### config.mk
export PLATFORM = sky130hd
export DESIGN_NAME = vend_ctrl
export DESIGN_NICKNAME = d
export VERILOG_FILES = /design/src/rtl/vend_pkg.sv /design/src/rtl/vend_next.sv /design/src/rtl/vend_act.sv /design/src/rtl/vend_ctrl.sv
export SDC_FILE = /design/constraint.sdc
export NUM_CORES = 1
export LEC_CHECK = 0
export BUFFER_PORTS_ARGS = -buffer_cell sky130_fd_sc_hd__buf_2
export CAP_MARGIN = 10
export CORE_AREA = 3 3 40 42
export DETAILED_ROUTE_END_ITERATION = 10
export DIE_AREA = 0 0 43 45
export SLEW_MARGIN = 5
export SYNTH_ARGS = -nofsm -noshare
export SYNTH_HDL_FRONTEND = slang
export SYNTH_SLANG_ARGS = --single-unit
export TNS_END_PERCENT = 1
### constraint.sdc
create_clock -name clk_i -period 1.8 [get_ports clk_i]
set_input_delay 0.18 -clock clk_i [delete_from_list [all_inputs] [get_ports clk_i]]
set_output_delay 0.18 -clock clk_i [all_outputs]
set_load 0.05 [all_outputs]
### src/rtl/vend_pkg.sv
package vend_pkg;
  localparam int CREDIT_W = 3;
  localparam logic [CREDIT_W-1:0] PRICE_UNITS = 3'd4;
  localparam logic [CREDIT_W-1:0] BIG_UNITS   = 3'd2;
  localparam logic [CREDIT_W-1:0] SMALL_UNITS = 3'd1;

  typedef enum logic [2:0] {
    ST_IDLE,
    ST_HALF,
    ST_ONE,
    ST_ONE_HALF,
    ST_CHANGE,
    ST_DISPENSE
  } vend_state_e;

  function automatic logic [CREDIT_W-1:0] credit_of(vend_state_e s);
    case (s)
      ST_HALF:     return 3'd1;
      ST_ONE:      return 3'd2;
      ST_ONE_HALF: return 3'd3;
      default:     return 3'd0;
    endcase
  endfunction

  function automatic vend_state_e state_of(logic [CREDIT_W-1:0] c);
    case (c)
      3'd1:    return ST_HALF;
      3'd2:    return ST_ONE;
      3'd3:    return ST_ONE_HALF;
      default: return ST_IDLE;
    endcase
  endfunction
endpackage

### src/rtl/vend_next.sv
module vend_next
  import vend_pkg::*;
(
  input  vend_state_e state_q,
  input  logic        coin_one_i,
  input  logic        coin_half_i,
  output vend_state_e state_d
);
  logic [CREDIT_W-1:0] add_units;
  logic [CREDIT_W-1:0] sum_units;

  // 1€ wins when both coins arrive together
  always_comb begin
    if (coin_one_i)       add_units = BIG_UNITS;
    else if (coin_half_i) add_units = SMALL_UNITS;
    else                  add_units = '0;
  end

  assign sum_units = credit_of(state_q) + add_units;

  always_comb begin
    state_d = state_q;
    case (state_q)
      ST_IDLE, ST_HALF, ST_ONE, ST_ONE_HALF: begin
        if (sum_units == PRICE_UNITS)     state_d = ST_DISPENSE;
        else if (sum_units > PRICE_UNITS) state_d = ST_CHANGE;
        else                              state_d = state_of(sum_units);
      end
      ST_CHANGE:   state_d = ST_DISPENSE;
      ST_DISPENSE: state_d = ST_IDLE;
      default:     state_d = ST_IDLE;
    endcase
  end
endmodule

### src/rtl/vend_act.sv
module vend_act
  import vend_pkg::*;
#(
  parameter int AMT_W = 2
) (
  input  vend_state_e      state_q,
  output logic             dispense_o,
  output logic             change_o,
  output logic [AMT_W-1:0] change_amt_o
);
  localparam logic [AMT_W-1:0] EXCESS_UNITS = AMT_W'(1);

  always_comb begin
    dispense_o   = 1'b0;
    change_o     = 1'b0;
    change_amt_o = '0;
    case (state_q)
      ST_CHANGE: begin
        change_o     = 1'b1;
        change_amt_o = EXCESS_UNITS;
      end
      ST_DISPENSE: dispense_o = 1'b1;
      default: ;
    endcase
  end
endmodule

### src/rtl/vend_ctrl.sv
module vend_ctrl
  import vend_pkg::*;
#(
  parameter int AMT_W = 2
) (
  input  logic             clk_i,
  input  logic             rst_ni,
  input  logic             coin_one_i,
  input  logic             coin_half_i,
  output logic             dispense_o,
  output logic             change_o,
  output logic [AMT_W-1:0] change_amt_o
);
  vend_state_e state_q;
  vend_state_e state_d;

  vend_next u_next (
    .state_q    (state_q),
    .coin_one_i (coin_one_i),
    .coin_half_i(coin_half_i),
    .state_d    (state_d)
  );

  always_ff @(posedge clk_i or negedge rst_ni) begin
    if (!rst_ni) state_q <= ST_IDLE;
    else         state_q <= state_d;
  end

  vend_act #(.AMT_W(AMT_W)) u_act (
    .state_q     (state_q),
    .dispense_o  (dispense_o),
    .change_o    (change_o),
    .change_amt_o(change_amt_o)
  );
endmodule


After elaboration in Yosys (flattened, before gate mapping)

Index checks and enable logic that the tools add are counted.
W data, S select, Z words.

Bits in registers: 3
Output and inout bits: 4
Word-level logic and storage cells: 24

$add $sub $neg: 1
Order comparisons: 1
Equality and inequality tests: 9
Muxes and demuxes: 10
Reductions and logical operators: 2

Operators by type and width:

| kind                 | count |
|---|---|
| $eq A3 B2 Y1 const B | 4 |
| $pmux W2 S3          | 2 |
| $eq A3 B3 Y1 const B | 3 |
| $mux W3              | 3 |
| $eq A3 B1 Y1 const B | 2 |
| $pmux W3 S2          | 1 |
| $mux W1              | 4 |
| $reduce_or A4 Y1     | 1 |
| $add A2 B3 Y3        | 1 |
| $gt A3 B3 Y1 const B | 1 |
| $logic_not A3 Y1     | 1 |

Logic depth before layout (Yosys ltp)

Word-level depth: 8
Depth in mapped cells: 6

By module

From an unflattened synthesis, not the netlist that was laid out.

Cell total of the unflattened synthesis: 20
Area total of the unflattened synthesis: 216.5 sq um

By module, submodules not included:

| module    | times used | cells each | area an instance (sq um) | sequential area each (sq um) |
|---|---|---|---|---|
| vend_next | 1          | 12         | 101.3                    | 0.0 |
| vend_ctrl | 1          | 3          | 75.1                     | 75.1 |
| vend_act  | 1          | 5          | 40.0                     | 0.0 |

Least setup slack after synthesis

Ideal clock, no wire load.

Path type: reg-to-output
From: register state_q[1]
To: output port change_amt_o[0]
Arrival: 1539 ps
Path slack: 81 ps
Stages on the path, launching flop included: 4
Path through: dfrtp_1 nand2b_1 nor2_1 buf_4

Cells in the longest elaborated chain, start to end: 2

Ends and longest elaborated chain:

| element                  | line            | source |
|---|---|---|
| start: declaration       | vend_ctrl.sv:14 | `vend_state_e state_q;` |
| start signal: assignment | vend_ctrl.sv:26 | `else state_q <= state_d;` |
| $eq A3 B3 Y1             | vend_act.sv:17  | `case (state_q)` |
| $mux W1                  | vend_act.sv:17  |  |
| end: declaration         | vend_ctrl.sv:12 | `output logic [AMT_W-1:0] change_amt_o` |

Every way passes these cells.

Final worst setup path

From: register state_q[0]
To: register state_q[0]

Cells in the longest elaborated chain, start to end: 8
Elaborated cells on any way between the ends: 17

Ends and longest elaborated chain:

| element                                             | line                            | source |
|---|---|---|
| $eq A3 B2 Y1 / $eq A3 B1 Y1 (equally long branches) | vend_pkg.sv:17, vend_next.sv:23 |  |
| $pmux W2 S3                                         | vend_pkg.sv:17                  | `case (s)` |
| $add A2 B3 Y3                                       | vend_next.sv:19                 | `assign sum_units = credit_of(state_q) + add_units;` |
| $eq A3 B2 Y1 / $eq A3 B1 Y1 (equally long branches) | vend_pkg.sv:26                  | `case (c)` |
| $pmux W2 S3                                         | vend_pkg.sv:26                  |  |
| $mux W3                                             | vend_next.sv:26                 | `else if (sum_units > PRICE_UNITS) state_d = ST_CHANGE;` |
| $mux W3                                             | vend_next.sv:25                 | `if (sum_units == PRICE_UNITS) state_d = ST_DISPENSE;` |
| $pmux W3 S2 *                                       | vend_next.sv:23                 | `case (state_q)` |
| net state_d[0]                                      | vend_ctrl.sv:15                 | `vend_state_e state_d;` |

Mark *: on every way through the listed nets, which the timed path passes. The rest lies on a longest branch.

==> impl_results.md <==
- Area occupied by multi-input gates: 108 um^2
- Critical path type: reg -> reg
- Total die area: 1940 um^2
- TritonCTS clock tree: done
- # DRC: 0
- Initial antenna violation count: 0
- Net count after synthesis: 28
- TritonRoute pass-1 iters: 2
- Avg Vias per Cell: 3.66
- Synth area leaders: dfrtp_1, fa_1, nor2b_1, buf_4, nor3b_1
- # H-tree levels: 1
- Sequential-to-total area share from yosys stat: 36.6%
- Final Power: 478 uW
- Power Density: 1690 nW/um^2
- Biggest register: state_q
- Diodes inserted: 0
- Avg WL per Cell: 7.26 um
- Mapped cell area: 205 um^2
- Post-synth top cells: dfrtp_1, nor2_1, nor2b_1
- Slew Limit Fails: 0
- Total of max-cap violations: 0
- # nets final: 39
- Buf+Inv Stages, Crit Path: 1
- Maximum clock path buffer count: 2
- Clk sinks: 3
- Final HPWL DP: 275 um
- Flops & latches, synth: 3
- Clock skew: 0.000134 ns
- Top flop regs: state_q x3
- Filler cell count: 145
- DRT iter0 DRCs: 1
- Initial core utilization: 16.0%
- CP Data Required Time: 1.91 ns
- Clock latency on the worst-skew pair: 0.23 ns
- GRT overflow: 0
- Fin util: 22.0%
- Lkg Pwr: 0.141 nW
- Avg Cell Area, Syn: 9.33 um^2
- Final Cycle Share: 93.0%
- Crit path max fanout: 4
- Max reg flops: 3
- Slowest CP cell: fa_1
- Chip height: 45 um
- Final Hold Vio Count: 0
- Status: completed
- Synthesis-to-finish area growth: 37.8%
- Pin count of the biggest net entering global routing: 8
- CTS Buf Count: 3
- Row count: 13
- Synth unique cells: 13
- Io pins: 8
- Unrepaired setup endpoints after global routing: false
- Crit end category: flop
- Setup TNS Final: 0 ns
- Worst setup SP type: flop
- Final setup viols: 0
- Async set or reset register ratio after synthesis: 100%
- CP delay by family, top: adder cells
- Final min period: 1.67 ns
- Global-route usage over all layers: 4.77%
- Die Span X: 43 um
- Count of flip-flops with a built-in enable after synthesis: 0
- GP Congestion: 0.641
- Vias in the first global route: 160
- Core ar.: 1280 um^2
- Total Wirelength: 341 um
- VDD IR max: 0.480 mV
- Worst path cell trace: inv_1, nor2_1, ha_1, fa_1, nor3b_1, o31a_1
- Path type of the worst min-delay path: in -> async
- Reg clk slew, reported paths: 0.04 ns
- CP Data Arrival Time: 1.79 ns
- CP max stage delay: 0.50 ns
- Storage element area: 75.1 um^2
- Global-route wire length before repair: 586 um
- Main synth FF type: dfrtp_1
- Share of the synthesized area in the top cell type: 36.6%
- Share of layout cells above drive strength 1: 31.3%
- Vias: 172
- Max Freq: 0.597 GHz
- Root Buffer: clkbuf_4
- # port buffers: 6
- ANT nets after route: 0
- Yosys warning count: 0
- Cells after Synth: 22
- Largest area contributor in the netlist: dfrtp_1
cell type report:
cell class | count | area share, %
inverters | 2 | 2.65
flip-flops and latches | 3 | 26.5
multi-input cells | 15 | 38.1
clock buffers | 4 | 9.29
repair buffers | 8 | 16.8
well taps | 15 | 6.64
metrics by stage:
| step | setup WS (ns) | instances | hold WS [ns] | cell area, um^2 |
|---|---|---|---|---|
| after CTS | 0.108 | 47 | 0.251 | 283 |
| after global routing | 0.00628 | 47 | 0.288 | 283 |
| after floorplan | 0.0805 | 22 | -0.116 | 205 |
| final | 0.126 | 47 | 0.261 | 283 |
| after global placement | 0.132 | 42 | -0.0227 | 246 |
| after detailed placement | 0.128 | 42 | -0.0232 | 246 |
path summary, 6_finish.rpt:
check	startpoint	endpoint	slack [ns]	cells after the start
min reg2reg	state_q[0]	state_q[2]	0.51	1
min in group clk_i	coin_one_i	state_q[1]	0.42	4
max reg2reg	state_q[0]	state_q[0]	0.13	6
min	rst_ni	state_q[2]	0.26	2
max	state_q[0]	state_q[0]	0.13	6
max in group asynchronous	rst_ni	state_q[1]	1.44	2
cells by family after synthesis:
| logic type | synth area share, % |
|---|---|
| and+or+nand+nor | 25.0 |
| buffers and inverters | 11.0 |
| AOI/OAI and AO/OA | 9.76 |
| DFF | 36.6 |
| adders and majority gates | 15.9 |
| other | 1.83 |
cells in the final DEF (no fill, tap or decap), types with 2 or more instances in the layout:
cell type  n
buf_2      6
nor3b_1    2
nor2_1     3
inv_1      2
dfrtp_1    3
clkbuf_4   3
nor2b_1    3
routing by layer:
| layer | track usage, % | vias up | part of all wire, % |
|---|---|---|---|
| met3 | 2.39 | 2 | 11 |
| met2 | 5.39 | 8 | 41 |
| li1 | - | 87 | - |
| met5 | 0 | - | 0 |
| met1 | 5.13 | 75 | 43 |
| met4 | 7.23 | 0 | 5.6 |
what timing repair did:
item / CTS / global route
setup buffers: 0 / 0
hold buffers: 1 / 0
hold endpoints to repair: 3 / 0
resized for setup: 0 / 0
power by group:
part / total (mW) / switching [mW] / internal [mW]
registers: 0.128 / 0.0288 / 0.0990
logic: 0.232 / 0.136 / 0.0956
clock network: 0.119 / 0.0358 / 0.0831
No activity file was read; power rests on OpenSTA's default activity.
